===== config.mk =====
export PLATFORM = sky130hd
export DESIGN_NAME = rename_stall_ctrl
export DESIGN_NICKNAME = d
export VERILOG_FILES = /design/src/rtl/rsc_pkg.sv /design/src/rtl/rsc_credit.sv /design/src/rtl/rsc_skid_track.sv /design/src/rtl/rsc_fsm.sv /design/src/rtl/rename_stall_ctrl.sv
export SDC_FILE = /design/constraint.sdc
export NUM_CORES = 1
export LEC_CHECK = 0
export BUFFER_PORTS_ARGS = -buffer_cell sky130_fd_sc_hd__buf_2
export CAP_MARGIN = 20
export CORE_MARGIN = 3
export CORE_UTILIZATION = 62
export CTS_BUF_LIST = sky130_fd_sc_hd__clkbuf_4 sky130_fd_sc_hd__clkbuf_8
export CTS_CLUSTER_SIZE = 40
export DETAILED_ROUTE_END_ITERATION = 8
export HOLD_SLACK_MARGIN = 0.15
export PLACE_DENSITY = 0.84
export REMOVE_ABC_BUFFERS = 1
export SLEW_MARGIN = 10
export SYNTH_ARGS = -nofsm -noshare
export SYNTH_HDL_FRONTEND = slang
export SYNTH_HIERARCHICAL = 1
export SYNTH_SLANG_ARGS = --single-unit

===== constraint.sdc =====
create_clock -name clk -period 11.1 [get_ports clk]
set_input_delay 0 -clock clk [delete_from_list [all_inputs] [get_ports clk]]
set_output_delay 0 -clock clk [all_outputs]
set_load 0.1 [all_outputs]

===== src/rtl/rsc_pkg.sv =====
package rsc_pkg;

  typedef enum logic [2:0] {
    ST_IDLE     = 3'd0,
    ST_RUN      = 3'd1,
    ST_SQ_START = 3'd2,
    ST_SQ_DRAIN = 3'd3,
    ST_BLOCKED  = 3'd4,
    ST_UNBLOCK  = 3'd5,
    ST_SER_WAIT = 3'd6
  } rsc_state_e;

  // Full-stall source, priority order is the encoding order
  typedef enum logic [1:0] {
    SRC_ROB  = 2'd0,
    SRC_IQ   = 2'd1,
    SRC_LSQ  = 2'd2,
    SRC_NONE = 2'd3
  } rsc_src_e;

endpackage


===== src/rtl/rsc_credit.sv =====
module rsc_credit
  import rsc_pkg::*;
#(
  parameter int WIDTH  = 4,
  parameter int FREE_W = 6,
  parameter int CW     = $clog2(WIDTH + 1)
) (
  input  logic [FREE_W-1:0] rob_free,
  input  logic [FREE_W-1:0] iq_free,
  input  logic [FREE_W-1:0] lsq_free,
  input  logic [FREE_W-1:0] inflight,
  output logic [CW-1:0]     credit,
  output logic              full,
  output rsc_src_e          src
);
  localparam int NSTRUCT = 3;

  logic [FREE_W-1:0] raw [NSTRUCT];
  logic [FREE_W-1:0] adj [NSTRUCT];
  logic [FREE_W-1:0] low;

  assign raw[0] = rob_free;
  assign raw[1] = iq_free;
  assign raw[2] = lsq_free;

  // subtract instructions not yet visible in back-end counts
  for (genvar g = 0; g < NSTRUCT; g++) begin : g_adj
    assign adj[g] = (raw[g] > inflight) ? (raw[g] - inflight) : '0;
  end

  always_comb begin
    low = adj[0];
    for (int i = 1; i < NSTRUCT; i++) begin
      if (adj[i] < low) low = adj[i];
    end
    credit = (low > FREE_W'(WIDTH)) ? CW'(WIDTH) : CW'(low);
  end

  always_comb begin
    full = 1'b1;
    if (adj[0] == '0)      src = SRC_ROB;
    else if (adj[1] == '0) src = SRC_IQ;
    else if (adj[2] == '0) src = SRC_LSQ;
    else begin
      src  = SRC_NONE;
      full = 1'b0;
    end
  end

endmodule


===== src/rtl/rsc_skid_track.sv =====
module rsc_skid_track #(
  parameter int WIDTH = 4,
  parameter int DEPTH = 12,
  parameter int CW    = $clog2(WIDTH + 1),
  parameter int OW    = $clog2(DEPTH + 1)
) (
  input  logic             clk,
  input  logic             rst,
  input  logic [CW-1:0]    push,
  input  logic [CW-1:0]    pop,
  input  logic             flush,
  input  logic [WIDTH-1:0] push_flags,
  output logic [OW-1:0]    occ,
  output logic [WIDTH-1:0] head_flags
);
  logic [DEPTH-1:0] flg, flg_nx;
  logic [OW-1:0]    base, occ_nx;

  always_comb begin
    base   = occ - OW'(pop);
    occ_nx = base + OW'(push);
    flg_nx = flg >> pop;
    for (int j = 0; j < DEPTH; j++) begin
      for (int i = 0; i < WIDTH; i++) begin
        if (CW'(i) < push && (int'(base) + i) == j) flg_nx[j] = push_flags[i];
      end
    end
  end

  always_ff @(posedge clk) begin
    if (rst || flush) begin
      occ <= '0;
      flg <= '0;
    end else begin
      occ <= occ_nx;
      flg <= flg_nx;
    end
  end

  assign head_flags = flg[WIDTH-1:0];

  assert_no_overflow_R11: assert property (@(posedge clk) disable iff (rst)
    int'(occ) <= DEPTH);

  assert_pop_bound_R6: assert property (@(posedge clk) disable iff (rst)
    OW'(pop) <= occ);

  assert_flush_empty_R10: assert property (@(posedge clk) disable iff (rst)
    flush |=> occ == '0);

endmodule


===== src/rtl/rsc_fsm.sv =====
module rsc_fsm
  import rsc_pkg::*;
#(
  parameter int WIDTH  = 4,
  parameter int FREE_W = 6,
  parameter int DEPTH  = 12,
  parameter int CW     = $clog2(WIDTH + 1),
  parameter int OW     = $clog2(DEPTH + 1)
) (
  input  logic              clk,
  input  logic              rst,
  input  logic [WIDTH-1:0]  dec_valid,
  input  logic [WIDTH-1:0]  dec_serial,
  input  logic [FREE_W-1:0] inflight,
  input  logic              rob_empty,
  input  logic              exe_stall,
  input  logic              cmt_stall,
  input  logic              squash_req,
  input  logic [CW-1:0]     credit,
  input  logic              full,
  input  rsc_src_e          src,
  input  logic [OW-1:0]     occ,
  input  logic [WIDTH-1:0]  head_flags,
  output logic [CW-1:0]     push,
  output logic [CW-1:0]     pop,
  output logic              flush,
  output logic [WIDTH-1:0]  push_flags,
  output logic [CW-1:0]     ren_q,
  output logic [CW-1:0]     push_q,
  output logic [CW-1:0]     pop_q,
  output logic              flush_q,
  output logic              blk_q,
  output rsc_src_e          src_q,
  output rsc_state_e        state_q
);
  rsc_state_e       nxt;
  logic [CW-1:0]    dec_cnt, cand_cnt, lim, n, k;
  logic [WIDTH-1:0] cand_flags;
  logic             from_skid, has_ser, drained, stalled, ser_wait, blk_nx;
  logic [OW-1:0]    occ_nx;

  // Candidate group: skid head when it holds entries, else decode group
  always_comb begin
    dec_cnt = '0;
    for (int i = 0; i < WIDTH; i++) dec_cnt = dec_cnt + CW'(dec_valid[i]);
    from_skid  = (occ != '0);
    cand_cnt   = from_skid ? ((occ > OW'(WIDTH)) ? CW'(WIDTH) : CW'(occ)) : dec_cnt;
    cand_flags = from_skid ? head_flags : dec_serial;
    has_ser = 1'b0;
    k       = '0;
    for (int i = 0; i < WIDTH; i++) begin
      if (!has_ser && CW'(i) < cand_cnt && cand_flags[i]) begin
        has_ser = 1'b1;
        k       = CW'(i);
      end
    end
    lim      = (cand_cnt < credit) ? cand_cnt : credit;
    drained  = rob_empty && (inflight == '0);
    stalled  = exe_stall || cmt_stall || full;
    ser_wait = has_ser && (k == '0) && !drained;
  end

  always_comb begin
    nxt   = state_q;
    n     = '0;
    push  = '0;
    pop   = '0;
    flush = 1'b0;
    if (squash_req) begin
      flush = 1'b1;
      nxt   = ST_SQ_START;
    end else if (state_q == ST_SQ_START) begin
      nxt = ST_SQ_DRAIN;
    end else if (state_q == ST_SQ_DRAIN) begin
      nxt = ST_IDLE;
    end else begin
      if (!stalled) begin
        if (has_ser && k == '0) n = drained ? CW'(1) : '0;
        else if (has_ser && k < lim) n = k;
        else n = lim;
      end
      push = from_skid ? dec_cnt : (dec_cnt - n);
      pop  = from_skid ? n : '0;
    end
    occ_nx = flush ? '0 : (occ - OW'(pop) + OW'(push));
    if (!squash_req && !(state_q inside {ST_SQ_START, ST_SQ_DRAIN})) begin
      if (stalled)                  nxt = ST_BLOCKED;
      else if (state_q == ST_BLOCKED) nxt = ST_UNBLOCK;
      else if (ser_wait)            nxt = ST_SER_WAIT;
      else if (occ_nx != '0)        nxt = ST_UNBLOCK;
      else if (cand_cnt == '0)      nxt = ST_IDLE;
      else                          nxt = ST_RUN;
    end
    push_flags = from_skid ? dec_serial : (dec_serial >> n);
    blk_nx = (nxt == ST_BLOCKED) || ((DEPTH - int'(occ_nx)) < WIDTH);
  end

  always_ff @(posedge clk) begin
    if (rst) begin
      state_q <= ST_IDLE;
      ren_q   <= '0;
      push_q  <= '0;
      pop_q   <= '0;
      flush_q <= 1'b0;
      blk_q   <= 1'b0;
      src_q   <= SRC_NONE;
    end else begin
      state_q <= nxt;
      ren_q   <= n;
      push_q  <= push;
      pop_q   <= pop;
      flush_q <= flush;
      blk_q   <= blk_nx;
      src_q   <= src;
    end
  end

  assert_squash_entry_R10: assert property (@(posedge clk) disable iff (rst)
    squash_req |=> state_q == ST_SQ_START);

  assert_squash_step_R10: assert property (@(posedge clk) disable iff (rst)
    (state_q == ST_SQ_START && !squash_req) |=> state_q == ST_SQ_DRAIN);

  assert_block_exit_R6: assert property (@(posedge clk) disable iff (rst)
    state_q == ST_BLOCKED |=> state_q inside {ST_BLOCKED, ST_UNBLOCK, ST_SQ_START});

  assert_run_empty_R6: assert property (@(posedge clk) disable iff (rst)
    state_q == ST_RUN |-> occ == '0);

  assert_room_block_R11: assert property (@(posedge clk) disable iff (rst)
    ((DEPTH - int'(occ)) < WIDTH) |-> blk_q);

  assert_stall_blocks_R5: assert property (@(posedge clk) disable iff (rst)
    ((exe_stall || cmt_stall) && !squash_req && !(state_q inside {ST_SQ_START, ST_SQ_DRAIN}))
      |=> (state_q == ST_BLOCKED && ren_q == '0));

endmodule


===== src/rtl/rename_stall_ctrl.sv =====
module rename_stall_ctrl
  import rsc_pkg::*;
#(
  parameter int WIDTH      = 4,
  parameter int FREE_W     = 6,
  parameter int SKID_DEPTH = 12,
  parameter int CW         = $clog2(WIDTH + 1)
) (
  input  logic              clk,
  input  logic              rst,
  input  logic [WIDTH-1:0]  dec_valid,
  input  logic [WIDTH-1:0]  dec_serial,
  input  logic [FREE_W-1:0] rob_free,
  input  logic [FREE_W-1:0] iq_free,
  input  logic [FREE_W-1:0] lsq_free,
  input  logic [FREE_W-1:0] inflight,
  input  logic              rob_empty,
  input  logic              exe_stall,
  input  logic              cmt_stall,
  input  logic              squash_req,
  output logic [CW-1:0]     ren_cnt,
  output logic [CW-1:0]     skid_push,
  output logic [CW-1:0]     skid_pop,
  output logic              skid_flush,
  output logic              block_decode,
  output logic [1:0]        full_src,
  output logic [2:0]        stage_state
);
  localparam int OW = $clog2(SKID_DEPTH + 1);

  logic [CW-1:0]    credit, push, pop;
  logic             full, flush;
  rsc_src_e         src, src_q;
  rsc_state_e       state_q;
  logic [OW-1:0]    occ;
  logic [WIDTH-1:0] head_flags, push_flags;

  rsc_credit #(.WIDTH(WIDTH), .FREE_W(FREE_W), .CW(CW)) u_credit (
    .rob_free(rob_free), .iq_free(iq_free), .lsq_free(lsq_free),
    .inflight(inflight), .credit(credit), .full(full), .src(src)
  );

  rsc_skid_track #(.WIDTH(WIDTH), .DEPTH(SKID_DEPTH), .CW(CW), .OW(OW)) u_skid (
    .clk(clk), .rst(rst), .push(push), .pop(pop), .flush(flush),
    .push_flags(push_flags), .occ(occ), .head_flags(head_flags)
  );

  rsc_fsm #(.WIDTH(WIDTH), .FREE_W(FREE_W), .DEPTH(SKID_DEPTH), .CW(CW), .OW(OW)) u_fsm (
    .clk(clk), .rst(rst), .dec_valid(dec_valid), .dec_serial(dec_serial),
    .inflight(inflight), .rob_empty(rob_empty), .exe_stall(exe_stall),
    .cmt_stall(cmt_stall), .squash_req(squash_req), .credit(credit),
    .full(full), .src(src), .occ(occ), .head_flags(head_flags),
    .push(push), .pop(pop), .flush(flush), .push_flags(push_flags),
    .ren_q(ren_cnt), .push_q(skid_push), .pop_q(skid_pop),
    .flush_q(skid_flush), .blk_q(block_decode), .src_q(src_q), .state_q(state_q)
  );

  assign full_src    = src_q;
  assign stage_state = state_q;

endmodule


Word level (Yosys, flattened, before mapping):

Cells that the tools add are included.

* register bits after elaboration: 32
* latch bits: 0
* RAM bits: 0
* bits in read-only memories: 0
* bits of input ports: 38
* output and inout port bits: 16
* logic and storage cells: 274
* memories kept: 0

* $add $sub $neg: 13
* $mul: 0
* div/mod/pow operators: 0
* order comparisons: 18
* eq/ne operators: 48
* shifts and indexed selects: 2
* mux-type cells: 101
* bitwise gates (word level): 0
* reductions and logical operators: 83

Operator list (number)
* 32-bit by 4-bit == test with 1-bit output, second input constant: 12
* 32-bit by 5-bit == test with 1-bit output, second input constant: 12
* 32-bit by 3-bit == test with 1-bit output, second input constant: 6
* 32-bit zero test: 4
* 32-bit by 2-bit == test with 1-bit output, second input constant: 3
* 3-bit 2-to-1 mux: 29
* 1-bit logical AND: 60
* 1-bit 2-to-1 mux: 60
* 4-bit == test, second input constant: 8
* 32-bit by 4-bit < comparator with 1-bit output, second input constant: 1
* 6-bit 2-to-1 mux: 5
* 6-bit zero test: 4
* 6-bit > comparator: 3
* 6-bit subtractor: 3
* 1-bit by 3-bit < comparator with 1-bit output, first input constant: 4
* 2-bit by 3-bit < comparator with 1-bit output, first input constant: 4
* 6-bit < comparator: 2
* 4-bit 2-to-1 mux: 3
* 12-bit by 3-bit >> shifter with 12-bit output: 1
* 4-bit by 2-bit adder with 5-bit output, second input constant: 2
* 4-bit by 3-bit == test with 1-bit output, second input constant: 2
* 2-bit 2-to-1 mux: 4
* 4-bit nonzero test: 2
* 3-bit by 1-bit adder with 3-bit output: 2
* 18 further kinds: 29

Logic depth before layout (Yosys ltp):

* word-level depth: 42
* gate-level depth with buffers: 51
* mapped depth without buffers: 51

Cells and area by module:

Netlist, hierarchy kept.

By module, submodules not included
* rsc_skid_track: times used 1, cells each 245, area an instance 1883.1 um^2, sequential area each 320.3 um^2
* rsc_fsm: times used 1, cells each 190, area an instance 1530.2 um^2, sequential area each 320.3 um^2
* rsc_credit: times used 1, cells each 184, area an instance 1370.1 um^2, sequential area each 0.0 um^2

Least setup slack after synthesis:

OpenSTA, ideal clock, no wires.

* path kind: input port to flip-flop
* from: in rob_free[0]
* to: reg u_fsm.state_q[0]
* library setup time: 130 ps
* arrival time: 8134 ps
* required time: 10970 ps
* path slack: 2836 ps
* cell stages on the path: 49
* path buffers: 0
* path through: inv_1 > ha_1 > inv_1 > fa_1 > a21o_1 > a221oi_2 > nor2_1 > nand2_1 > ha_1 > a21oi_1 > o31ai_4 > a21oi_4 > nor2_1 > a21oi_1 > ha_1 > nor2b_1 > o21ai_0 > nand2b_1 > (+13 left out) > o31ai_4 > inv_1 > ha_1 > inv_1 > fa_1 > or3_1 > nand3_1 > xnor2_1 > nand2_1 > fa_1 > inv_1 > ha_1 > xor2_1 > nor3_1 > a21o_1 > a31oi_1 > a21oi_1 > nor3_1

* word-level cells in the longest chain between the ends: 31
* elaborated cells between the ends (all ways): 40
* those cells by class: add/sub: 4; order compare: 6; mux: 26; reduce/logical: 4

RTL lines
* start: declaration: RTL line rename_stall_ctrl.sv:13 `input logic [FREE_W-1:0] rob_free,`
* 6-bit subtractor / 6-bit > comparator (equally long branches): RTL line rsc_credit.sv:28 `assign adj[g] = (raw[g] > inflight) ? (raw[g] - inflight) : '0;`
* 6-bit 2-to-1 mux (*): RTL line rsc_credit.sv:28
* 6-bit < comparator: RTL line rsc_credit.sv:34 `if (adj[i] < low) low = adj[i];`
* 6-bit 2-to-1 mux (*): RTL line rsc_credit.sv:34
* 6-bit < comparator: RTL line rsc_credit.sv:34
* 6-bit 2-to-1 mux (*): RTL line rsc_credit.sv:34
* 6-bit by 3-bit > comparator with 1-bit output: RTL line rsc_credit.sv:36 `credit = (low > FREE_W'(WIDTH)) ? CW'(WIDTH) : CW'(low);`
* 3-bit 2-to-1 mux (*): RTL line rsc_credit.sv:36
* via credit[1]: RTL line rename_stall_ctrl.sv:31 `logic [CW-1:0] credit, push, pop;`
* (+15 left out)
* 4-bit by 3-bit adder with 4-bit output (*): RTL line rsc_fsm.sv:85 `occ_nx = flush ? '0 : (occ - OW'(pop) + OW'(push));`
* 4-bit 2-to-1 mux (*): RTL line rsc_fsm.sv:85
* 4-bit nonzero test (*): RTL line rsc_fsm.sv:90 `else if (occ_nx != '0) nxt = ST_UNBLOCK;`
* 3-bit 2-to-1 mux (*): RTL line rsc_fsm.sv:90
* 3-bit 2-to-1 mux (*): RTL line rsc_fsm.sv:89 `else if (ser_wait) nxt = ST_SER_WAIT;`
* 3-bit 2-to-1 mux (*): RTL line rsc_fsm.sv:88 `else if (state_q == ST_BLOCKED) nxt = ST_UNBLOCK;`
* 3-bit 2-to-1 mux (*): RTL line rsc_fsm.sv:87 `if (stalled) nxt = ST_BLOCKED;`
* 3-bit 2-to-1 mux (*): RTL line rsc_fsm.sv:86 `if (!squash_req && !(state_q inside {ST_SQ_START, ST_SQ_DRAIN})) begin`
* end signal: assignment: RTL line rsc_fsm.sv:108 `state_q <= nxt;`
* end: declaration: RTL line rsc_fsm.sv:34 `output rsc_state_e state_q`

Mark *: on every way through the listed nets, which the timed path passes. The rest lies on a longest branch. The select of a mux whose other input is x is not followed.
A chain may end at the register's enable or synchronous reset.

Worst setup path after layout:

Ends and elaborated chain as after synthesis.

==> run_results.csv <==
group,metric,value,unit
grt,gr-max-usage-layer,"met2",
grt,overflow,0,
grt,grt_util_met1,0.404,
cells_and_area,nets,748,
setup_path,crit_fanout,9,
setup_path,cp_slowest_stage_delay,580,ps
cells_and_area,n_antenna_cell,0,
drt,dr.first_iter.drc_count,501,
timing,setup_tns,0,ps
power,pwr-share-seq,0.184,
place,place_congestion,0.963,
grt,antenna_found_initial,0,
outcome,outcome,"finished, final reports clean",
yosys,synth_top_cells_by_count,"nor2_1, inv_1, nand2_1",
grt,grt.met2_usage,0.565,
drt,vias,5073,
clock_tree,path_clk_slew,70,ps
floorplanning,die_h,93.8,µm
timing,fin_crit,9790,ps
place,numPortBuffers,53,
setup_path,cp_top_family,"compound AO/OA/AOI/OAI gates",
clock_tree,clk_latency,290,ps
clock_tree,cts_root_buffer,"clkbuf_8",
place,hpwl,10.9,mm
power,p_leak,2.24,nW
floorplanning,initial_core_util,0.649,
power,switching_share,0.506,
yosys,synth_top_cell_area_share,0.134,
yosys,syn_area,4780,µm²
setup_path,cp.arrival,10010,ps
timing,maxSlewHeadroom,0.302,
timing,drv_slew,0,
setup_path,crit_required,11330,ps
timing,setup_violations,0,
cells_and_area,syn_to_final_growth,8.21,%
setup_path,path_buf_inv,9,
clock_tree,cts_buffers,5,
yosys,synthFlopType,"dfxtp_1",
job,max_cap_viol_count,0,
yosys,yosysSeqAreaShare,0.134,
yosys,ys_ff_latch,32,
yosys,yosysMostFrequentCell,"nor2_1",
drt,viasPerCell,6.71,
floorplanning,core_area,7370,µm²
yosys,yosys_warnings,6,
power,p_int,344,µW
setup_path,cp-end-kind,"register",
grt,grt_start_max_net_pins,22,
yosys,yosys-top-cells-area,"dfxtp_1, ha_1, nor2_1",
yosys,synth_edf_count,0,
power,ir_drop,0.0774,mV
floorplanning,die_w,93.8,µm
cells_and_area,fillCellCount,632,
timing,skew,8.03,ps
timing,fmax,102,MHz
clock_tree,htreeDepth,2,
yosys,yosysTopAreaCell,"dfxtp_1",
grt,use_met3,0.0329,
yosys,syn_area_per_cell,7.73,µm²
timing,rsz0062_at_grt,"no",
floorplanning,io_pins,54,
clock_tree,clock-sinks,32,
drt,ant_nets,0,
timing,period_share,0.882,
grt,grt_pass1_wl,22.9,mm
grt,grt_pass1_vias,4843,
drt,drt_pass1_iterations,6,
setup_path,worstSetupPathType,"input port to register",
yosys,synthCells,619,
power,power.switching,352,µW
clock_tree,clockBufferDepth,2,
power,clkPwrFrac,0.146,
power,power_density,134,nW/µm²
setup_path,worstSetupStartpointType,"input port",
cells_and_area,fin_util,0.702,
power,combPwrFrac,0.670,
setup_path,slowest_stage,"dlygate4sd3_1",
drt,wirelength,14.2,mm
yosys,synth_cell_type_count,91,
hold_path,hp-class,"input port to register",
clock_tree,cts_tree,"done",
drt,wl_per_cell,18.8,µm
clock_tree,cts_resized,0,
floorplanning,die-area,8810,µm²
yosys,async_flop_share,0,
cells_and_area,drive_gt1_frac,0.170,
timing,worst_slew_pin_slew,1040,ps
drt,drc,0,
floorplanning,rows,31,
grt,grt_usage,0.322,
timing,finalHoldViolCount,0,
==> metrics by stage <==
step	std cells	setup slack, ps	power (mW)	area [µm²]	hold WS [ps]
6_report	756	1310	0.695	5180	201
5_1_grt	756	780	0.741	5180	226
4_1_cts	756	1560	0.682	5180	183
3_5_place_dp	746	1840	0.578	5050	335
3_3_place_gp	746	2090	0.564	5050	320
2_1_floorplan	588	2450	0.480	4610	71.6
==> worst register-to-register path: cells and delay by family, from the launching register on <==
| kind | cells | cell delay, ps |
|---|---|---|
| buf+inv | 6 | 930 |
| flops | 1 | 650 |
| mux | 1 | 160 |
| xor+xnor | 2 | 250 |
| simple gates | 6 | 1210 |
| fa+ha+maj | 6 | 2010 |
| compound gates | 10 | 1810 |
==> flip-flops by register name (all words and copies together), names as in the netlist <==
register,count
u_fsm/blk_q,1
u_fsm/flush_q,1
u_fsm/pop_q,3
u_fsm/push_q,3
u_fsm/ren_q,3
u_fsm/src_q,2
u_fsm/state_q,3
u_skid/flg,12
u_skid/occ,4
==> path summary, 6_finish.rpt <==
kind | from | end | slack [ps] | depth (start not counted)
setup / recovery | rob_free[0] | u_fsm/state_q[0] | 1310 | 51
hold / removal | exe_stall | u_fsm/blk_q | 200 | 4
setup reg to reg | u_skid/occ[3] | u_fsm/state_q[0] | 3990 | 31
hold reg to reg | u_fsm/state_q[0] | u_fsm/state_q[1] | 610 | 3
==> timing repair <==
item / in CTS / in global routing
buffers inserted: 0 / 0
endpoints found under the setup margin: 0 / 0
hold buffers: 3 / 0
hold endpoints to repair: 11 / 0
==> logic make-up (layout without fill, tap and decap cells) <==
group | after synthesis | count (layout) | share of synthesized area
AO/OA/AOI/OAI | 171 | 171 | 0.267
XOR/XNOR | 16 | 16 | 0.0324
adder cells (fa/ha/maj) | 53 | 53 | 0.154
buffers and inverters | 85 | 123 | 0.0785
flip-flops | 32 | 32 | 0.134
multiplexers | 28 | 28 | 0.0790
AND/OR/NAND/NOR | 234 | 234 | 0.255
==> metal layers <==
layer | vias to the layer above | wire, µm
li1 | 2338 | -
met5 | - | 0
met2 | 306 | 7020
met1 | 2376 | 5510
met3 | 53 | 1130
met4 | 0 | 537
==> layout make-up <==
| type | instances | area [µm²] | area share |
|---|---|---|---|
| inverters | 54 | 203 | 0.0392 |
| flip-flops and latches | 32 | 641 | 0.124 |
| clock buffers | 7 | 96.3 | 0.0186 |
| repair buffers | 62 | 340 | 0.0657 |
| well taps | 99 | 124 | 0.0239 |
| multi-input cells | 502 | 3770 | 0.729 |
==> placed cells by master (no fill, tap or decap), drive strengths merged, types with 14 or more instances in the layout <==
| cell | instances |
|---|---|
| a21oi | 40 |
| a31oi | 14 |
| buf | 59 |
| dfxtp | 32 |
| ha | 43 |
| inv | 52 |
| mux2i | 16 |
| nand2 | 46 |
| nand3 | 20 |
| nor2 | 66 |
| nor2b | 16 |
| nor3 | 27 |
| o21ai | 32 |
==> power groups by stage <==
| stage | Sequential, mW | Combinational, mW | Clock (mW) |
|---|---|---|---|
| 4_1_cts | 0.128 | 0.452 | 0.101 |
| 2_1_floorplan | 0.160 | 0.320 | 0 |
| 6_report | 0.128 | 0.466 | 0.101 |
| 3_3_place_gp | 0.130 | 0.434 | 0 |
| 3_5_place_dp | 0.130 | 0.447 | 0 |
| 5_1_grt | 0.129 | 0.505 | 0.107 |
No activity file was read; power rests on OpenSTA's default activity.
